### src/rtl/pcs_pkg.sv
package pcs_pkg;

   // Kind of program-flow step chosen for the next fetch address.
   typedef enum logic [2:0] {
      FLOW_SEQ,
      FLOW_JUMP,
      FLOW_CALL,
      FLOW_RET,
      FLOW_IRQ
   } flow_e;

endpackage

### src/rtl/pcs_ret_stack.sv
// Dedicated return-address stack built as a shift register.
// A push moves every entry one place down, and the deepest entry falls off.
// A pop moves every entry one place up, and the deepest entry keeps its value.
module pcs_ret_stack #(
   parameter int          WIDTH     = 9,
   parameter int          DEPTH     = 3,
   parameter logic [WIDTH-1:0] RESET_VAL = '0
) (
   input  logic             clk,
   input  logic             rst_n,
   input  logic             push,
   input  logic             pop,
   input  logic [WIDTH-1:0] push_val,
   output logic [WIDTH-1:0] top
);

   if (DEPTH < 1) begin : g_bad_depth
      $error("pcs_ret_stack: DEPTH must be at least 1");
   end

   if (DEPTH == 1) begin : g_single
      logic [WIDTH-1:0] slot;
      always_ff @(posedge clk or negedge rst_n) begin
         if (!rst_n)    slot <= RESET_VAL;
         else if (push) slot <= push_val;
      end
      assign top = slot;
   end else begin : g_shift
      logic [WIDTH-1:0] ent [DEPTH];
      always_ff @(posedge clk or negedge rst_n) begin
         if (!rst_n) begin
            for (int k = 0; k < DEPTH; k++) ent[k] <= RESET_VAL;
         end else if (push) begin
            ent[0] <= push_val;
            for (int k = 1; k < DEPTH; k++) ent[k] <= ent[k-1];
         end else if (pop) begin
            for (int k = 0; k < DEPTH-1; k++) ent[k] <= ent[k+1];
         end
      end
      assign top = ent[0];
   end

endmodule

### src/rtl/pcs_flow_ctl.sv
// Chooses the next fetch address and the stack action from the control strobes.
module pcs_flow_ctl
   import pcs_pkg::*;
#(
   parameter int ADDR_W = 9
) (
   input  logic              exec_valid,
   input  logic              do_jump,
   input  logic              do_call,
   input  logic              do_return,
   input  logic              do_irq,
   input  logic [ADDR_W-1:0] rel_off,
   input  logic [ADDR_W-1:0] irq_vec,
   input  logic [ADDR_W-1:0] exec_pc,
   input  logic [ADDR_W-1:0] fetch_pc,
   input  logic [ADDR_W-1:0] stack_top,
   output logic [ADDR_W-1:0] next_pc,
   output logic              push,
   output logic              pop,
   output logic [ADDR_W-1:0] push_val,
   output logic              flush
);

   localparam logic [ADDR_W-1:0] ONE = ADDR_W'(1);

   flow_e             flow;
   logic [ADDR_W-1:0] seq_pc;
   logic [ADDR_W-1:0] link_pc;
   logic [ADDR_W-1:0] rel_pc;

   // Addition at ADDR_W bits wraps modulo the address space.
   assign seq_pc  = fetch_pc + ONE;
   assign link_pc = exec_pc + ONE;
   assign rel_pc  = link_pc + rel_off;

   always_comb begin
      flow = FLOW_SEQ;
      if (exec_valid) begin
         if      (do_irq)    flow = FLOW_IRQ;
         else if (do_return) flow = FLOW_RET;
         else if (do_call)   flow = FLOW_CALL;
         else if (do_jump)   flow = FLOW_JUMP;
      end
   end

   always_comb begin
      next_pc  = seq_pc;
      push     = 1'b0;
      pop      = 1'b0;
      push_val = link_pc;
      unique case (flow)
         FLOW_IRQ: begin
            next_pc  = irq_vec;
            push     = 1'b1;
            push_val = exec_pc;
         end
         FLOW_RET: begin
            next_pc = stack_top;
            pop     = 1'b1;
         end
         FLOW_CALL: begin
            next_pc = rel_pc;
            push    = 1'b1;
         end
         FLOW_JUMP: next_pc = rel_pc;
         default:   next_pc = seq_pc;
      endcase
   end

   assign flush = (flow != FLOW_SEQ);

endmodule

### src/rtl/pcs_fetch_reg.sv
// Execute-side register of the two-stage pipeline: holds the prefetched word.
module pcs_fetch_reg #(
   parameter int ADDR_W  = 9,
   parameter int INSTR_W = 16
) (
   input  logic               clk,
   input  logic               rst_n,
   input  logic               flush,
   input  logic [ADDR_W-1:0]  fetch_pc,
   input  logic [INSTR_W-1:0] fetch_word,
   output logic [INSTR_W-1:0] exec_word,
   output logic [ADDR_W-1:0]  exec_pc,
   output logic               exec_valid
);

   always_ff @(posedge clk or negedge rst_n) begin
      if (!rst_n) begin
         exec_word  <= '0;
         exec_pc    <= '0;
         exec_valid <= 1'b0;
      end else if (flush) begin
         exec_valid <= 1'b0;
      end else begin
         exec_word  <= fetch_word;
         exec_pc    <= fetch_pc;
         exec_valid <= 1'b1;
      end
   end

endmodule

### src/rtl/pc_fetch_unit.sv
// Program counter, prefetch register and return stack.
module pc_fetch_unit #(
   parameter int ADDR_W      = 9,
   parameter int INSTR_W     = 16,
   parameter int STACK_DEPTH = 3,
   parameter int RESET_ADDR  = 0
) (
   input  logic               clk,
   input  logic               rst_n,
   output logic [ADDR_W-1:0]  fetch_addr,
   input  logic [INSTR_W-1:0] fetch_data,
   input  logic               do_jump,
   input  logic               do_call,
   input  logic               do_return,
   input  logic               do_irq,
   input  logic [ADDR_W-1:0]  rel_off,
   input  logic [ADDR_W-1:0]  irq_vec,
   output logic [INSTR_W-1:0] exec_word,
   output logic [ADDR_W-1:0]  exec_pc,
   output logic               exec_valid
);

   localparam logic [ADDR_W-1:0] PC_RST = ADDR_W'(RESET_ADDR);

   if (ADDR_W < 2 || ADDR_W > 24) begin : g_bad_addr
      $error("pc_fetch_unit: ADDR_W out of range");
   end
   if (INSTR_W < 1) begin : g_bad_instr
      $error("pc_fetch_unit: INSTR_W must be positive");
   end
   if (STACK_DEPTH < 1) begin : g_bad_stack
      $error("pc_fetch_unit: STACK_DEPTH must be at least 1");
   end

   logic [ADDR_W-1:0] pc_q;
   logic [ADDR_W-1:0] pc_d;
   logic [ADDR_W-1:0] stk_top;
   logic [ADDR_W-1:0] stk_val;
   logic              stk_push;
   logic              stk_pop;
   logic              flush;

   pcs_flow_ctl #(.ADDR_W(ADDR_W)) u_ctl (
      .exec_valid (exec_valid),
      .do_jump    (do_jump),
      .do_call    (do_call),
      .do_return  (do_return),
      .do_irq     (do_irq),
      .rel_off    (rel_off),
      .irq_vec    (irq_vec),
      .exec_pc    (exec_pc),
      .fetch_pc   (pc_q),
      .stack_top  (stk_top),
      .next_pc    (pc_d),
      .push       (stk_push),
      .pop        (stk_pop),
      .push_val   (stk_val),
      .flush      (flush)
   );

   pcs_ret_stack #(
      .WIDTH     (ADDR_W),
      .DEPTH     (STACK_DEPTH),
      .RESET_VAL ('0)
   ) u_stack (
      .clk      (clk),
      .rst_n    (rst_n),
      .push     (stk_push),
      .pop      (stk_pop),
      .push_val (stk_val),
      .top      (stk_top)
   );

   pcs_fetch_reg #(.ADDR_W(ADDR_W), .INSTR_W(INSTR_W)) u_exec (
      .clk        (clk),
      .rst_n      (rst_n),
      .flush      (flush),
      .fetch_pc   (pc_q),
      .fetch_word (fetch_data),
      .exec_word  (exec_word),
      .exec_pc    (exec_pc),
      .exec_valid (exec_valid)
   );

   always_ff @(posedge clk or negedge rst_n) begin
      if (!rst_n) pc_q <= PC_RST;
      else        pc_q <= pc_d;
   end

   assign fetch_addr = pc_q;

endmodule

### config.mk
export PLATFORM = sky130hd
export DESIGN_NAME = pc_fetch_unit
export DESIGN_NICKNAME = d
export VERILOG_FILES = /design/src/rtl/pcs_pkg.sv /design/src/rtl/pcs_ret_stack.sv /design/src/rtl/pcs_flow_ctl.sv /design/src/rtl/pcs_fetch_reg.sv /design/src/rtl/pc_fetch_unit.sv
export SDC_FILE = /design/constraint.sdc
export NUM_CORES = 1
export LEC_CHECK = 0
export BUFFER_PORTS_ARGS = -buffer_cell sky130_fd_sc_hd__buf_2
export CAP_MARGIN = 10
export CORE_UTILIZATION = 59
export CTS_CLUSTER_SIZE = 16
export DETAILED_ROUTE_END_ITERATION = 8
export PLACE_DENSITY = 0.95
export REMOVE_ABC_BUFFERS = 1
export SETUP_SLACK_MARGIN = 0.3
export SYNTH_ARGS = -nofsm -noshare
export SYNTH_HDL_FRONTEND = slang
export SYNTH_HIERARCHICAL = 1
export SYNTH_SLANG_ARGS = --single-unit
### constraint.sdc
create_clock -name clk -period 4.64 [get_ports clk]
set_input_delay 0.928 -clock clk [delete_from_list [all_inputs] [get_ports clk]]
set_output_delay 0.928 -clock clk [all_outputs]
set_load 0.03 [all_outputs]
==> summary.md <==
- **status** completed
- **total overflow reported by the global router** 0
- **fraction of layout instances using a drive strength above 1** 35.2%
- **clock tree from TritonCTS** yes
- **number of max-cap violations** 0
- **post-detailed-routing wire length** 7.88 mm
- **DR DRC count** 0
- **largest net degree at the start of global routing** 63
- **list of most frequent post-synthesis cells** sky130_fd_sc_hd__dfrtp_1 (62), sky130_fd_sc_hd__nand2_1 (28), sky130_fd_sc_hd__mux2_4 (23), sky130_fd_sc_hd__mux2i_1 (19), sky130_fd_sc_hd__xnor2_1 (18)
- **dominant register cell in the synthesized netlist** sky130_fd_sc_hd__dfrtp_1
- **adder and majority cell fraction of the synthesized area** 4.17%
- **Crit Path Class** input port to register
- **top-area cell type share of the netlist area** 44.5%
- **basic-gate share of the synthesized area counting and, or, nand and nor cells** 7.58%
- **delay of the slowest critical-path stage** 0.73 ns
- **vias after detailed routing** 2,606
- **IO Count** 75
- **switch share** 42.6%
- **post-synthesis share of cell area spent on xor and xnor gates** 7.29%
- **final design utilization** 70.5%
- **crit path max-delay cell type** sky130_fd_sc_hd__o41ai_4
- **cell depth of the worst hold path** 1
- **r2r worst-path depth** 9
- **main combinational cell family by area after synthesis** multiplexers
- **number of instances in the synthesized netlist** 298
- **max-slew violation count** 0
- **Worst Setup Slack, final** 1.97 ns
- **cell taking the most area after synthesis** sky130_fd_sc_hd__dfrtp_1
- **mux share of post-synthesis cell area** 19.3%
- **standard-cell row count** 27
- **wire length of the first global-routing pass** 12.8 mm
- **master cell of the clock root buffer** sky130_fd_sc_hd__clkbuf_8
- **number of cells in the design after placement** 427
- **setup repair after global routing missed its margin** no
- **Inserted Clock Buffers** 9
- **worst setup slack after placement** 1.69 ns
- **worst relative slew slack** 32.1%
- **height of the die** 78.8 um
- **cells traversed along the worst timing path** buf_2, o41ai_4, inv_1, buf_4, mux2_4
- **Psw** 1.15 mW
- **fraction of the mapped netlist area in compound gates** 10.8%
- **largest cells by area after synthesis** sky130_fd_sc_hd__dfrtp_1 (45%), sky130_fd_sc_hd__mux2_4 (9.9%), sky130_fd_sc_hd__mux2i_1 (5.5%)
- **data arrival time at the worst-slack endpoint** 2.88 ns
- **area growth from synthesis to final layout** 13.4%
- **highest clock frequency the design can meet** 375 MHz
- **Total GRT Usage** 27.8%
- **Via-to-Cell Ratio** 5.91
- **number of enable flip-flop cells after synthesis** 0
- **Post-DP Area** 3780 um^2
- **Final period util** 57.5%
- **proportion of synthesized chip area in sequential cells** 44.5%
- **synthesis-stage register bit count** 62
- **Bufs on Longest Clock Path** 2
- **number of iterations in the first detailed-routing pass** 5
- **clock network power share** 15.7%
- **Combinational Power Share** 46.9%
- **Worst Path Max Fanout** 23
- **endpoints failing hold** 0
- **Synth async-reset ratio** 100%
- **post-route minimum period** 2.67 ns
- **Filler cells** 409
- **Setup crit start kind** input port
- **H-tree Lvls** 3
- **class of the tightest hold or removal check** register to register
- **Leakage** 1.92 nW
- **Post-Synthesis Cell Area** 3480 um^2
- **Avg Cell Area, Syn** 11.7 um^2
- **CP required** 4.85 ns
- **placer congestion estimate** 0.859
- **clock sink count** 62
- **setup bufs post-CTS** 0
- **Die X** 78.8 um
- **most frequent cell after synthesis** sky130_fd_sc_hd__dfrtp_1
- **antenna diode count** 0
- **drt wl/cell** 17.9 um
- **Clock Latency Late Sink** 0.33 ns
- **number of buffers added to fix hold violations after cts** 0
- **actual transition at the worst max-transition pin** 1.02 ns
- **final setup violating endpoints** 0
- **CTS clock-pin slew for the worst setup and hold paths** 0.06 ns
- **Die Outline Area** 6210 um^2
- **Int Pwr** 1.54 mW
- **part of the total power dissipated in sequential elements** 37.4%
- **DR iter-0 viols** 297
- **antenna violations before repair** 0
- **sort of element at the end of the critical path** register
- **post-layout net count** 417
- **Placeable Area** 5610 um^2
- **Peak supply drop** 336 uV
- **clk_skew** 0.00479 ns
- **Detailed Place HPWL** 5.54 mm
- **reg-to-reg slack, setup** 2.18 ns
- **ANT nets after route** 0
- **initial standard-cell utilization of the core** 62.1%
- **number of cells upsized or downsized after cts** 0
- **Port-buffer cells** 74
- **setup TNS** 0 ns
- **number of warnings reported in the yosys synthesis log** 6
- **total non-filler cell area in the finished layout** 3950 um^2
- **number of unique standard cell types used by synthesis** 43
- **number of global-route vias before repair** 2,690
- **Final Instance Count excl. Fillers** 441
- **PD cells** 681 nW/um^2
placed cells by master, fill, tap and decap left out, types with 2 or more instances in the layout:
cell | Yosys | final
sky130_fd_sc_hd__mux2_2 | 12 | 12
sky130_fd_sc_hd__ha_1 | 10 | 10
sky130_fd_sc_hd__o21a_1 | 2 | 2
sky130_fd_sc_hd__a222oi_1 | 6 | 6
sky130_fd_sc_hd__and3_1 | 3 | 3
sky130_fd_sc_hd__nand4_1 | 2 | 2
sky130_fd_sc_hd__buf_4 | 9 | 4
sky130_fd_sc_hd__mux2_4 | 23 | 23
sky130_fd_sc_hd__buf_2 | 4 | 74
sky130_fd_sc_hd__mux2i_1 | 19 | 19
sky130_fd_sc_hd__dfrtp_1 | 62 | 62
sky130_fd_sc_hd__o21ai_1 | 9 | 9
sky130_fd_sc_hd__xnor2_1 | 18 | 18
sky130_fd_sc_hd__xor2_1 | 11 | 11
sky130_fd_sc_hd__a21o_1 | 3 | 3
sky130_fd_sc_hd__nand3_1 | 5 | 5
sky130_fd_sc_hd__inv_1 | 7 | 7
sky130_fd_sc_hd__clkbuf_8 | 0 | 12
sky130_fd_sc_hd__nand2_1 | 28 | 28
sky130_fd_sc_hd__nor2_1 | 13 | 13
sky130_fd_sc_hd__o21ai_0 | 16 | 16
sky130_fd_sc_hd__nand2b_1 | 2 | 2
sky130_fd_sc_hd__a21oi_1 | 8 | 8
final timing paths:
path                                     start                       to
max                                    do_call     u_exec/exec_word[10]
min                        u_exec/exec_word[5]      u_exec/exec_word[5]
max reg2reg                  u_exec/exec_pc[2]            fetch_addr[8]
min reg2reg                u_exec/exec_word[5]      u_exec/exec_word[5]
max in group asynchronous                rst_n   u_stack/g_shift.ent[2]
min in group asynchronous                rst_n  u_stack/g_shift.ent[14]
cell type report:
cell class	count	area, um^2	area share (%)
clock buffer	13	169	4.27
tap	72	90.1	2.28
sequential	62	1550	39.3
multi-input combinational	208	1710	43.3
timing repair buffer	78	400	10.1
clock inverter	1	5.00	0.127
inverter	7	26.3	0.665
flip-flops by register name, summed over array words and instances (netlist names):
register / count
u_exec/exec_pc: 9
u_exec/exec_word: 16
u_exec/exec_valid: 1
fetch_addr: 9
u_stack/g_shift.ent: 18
u_stack/top: 9
stage by stage:
stage | hold WS, ns | power, mW
floorplan | 0.473 | 1.88
global placement | 0.485 | 2.18
detailed placement | 0.491 | 2.25
CTS | 0.511 | 2.69
global route | 0.524 | 2.85
finish | 0.507 | 2.69
worst max-delay path: cells and delay by family:
kind / cells / cell delay, ns
buffers and inverters: 3 / 0.88
AOI/OAI and AO/OA: 1 / 0.73
muxes: 1 / 0.34
power by group through the flow:
stage               registers [mW]  logic [mW]  clock network (mW)
floorplan                     1.16       0.719                   0
global placement             0.993        1.18                   0
detailed placement            1.01        1.24                   0
CTS                           1.00        1.25               0.432
global route                  1.03        1.35               0.457
finish                        1.01        1.26               0.423
layer usage:
metal	global-route usage, %	vias to the layer above	share of wire [%]
met2	43.3	165	47
met4	15.6	0	3.6
met1	35.4	1228	41
met3	6.90	33	8.4
li1	-	1180	-
met5	0	-	0
cells by family (layout without fill, tap and decap cells):
| group | after synthesis | count (layout) |
|---|---|---|
| AND/OR/NAND/NOR | 59 | 59 |
| flip-flops | 62 | 62 |
| XOR/XNOR | 29 | 29 |
| buffers and inverters | 28 | 99 |
| multiplexers | 54 | 54 |
| AO/OA/AOI/OAI | 55 | 55 |
| adder cells (fa/ha/maj) | 11 | 11 |
Note: power is estimated with default switching activity, not from simulation.
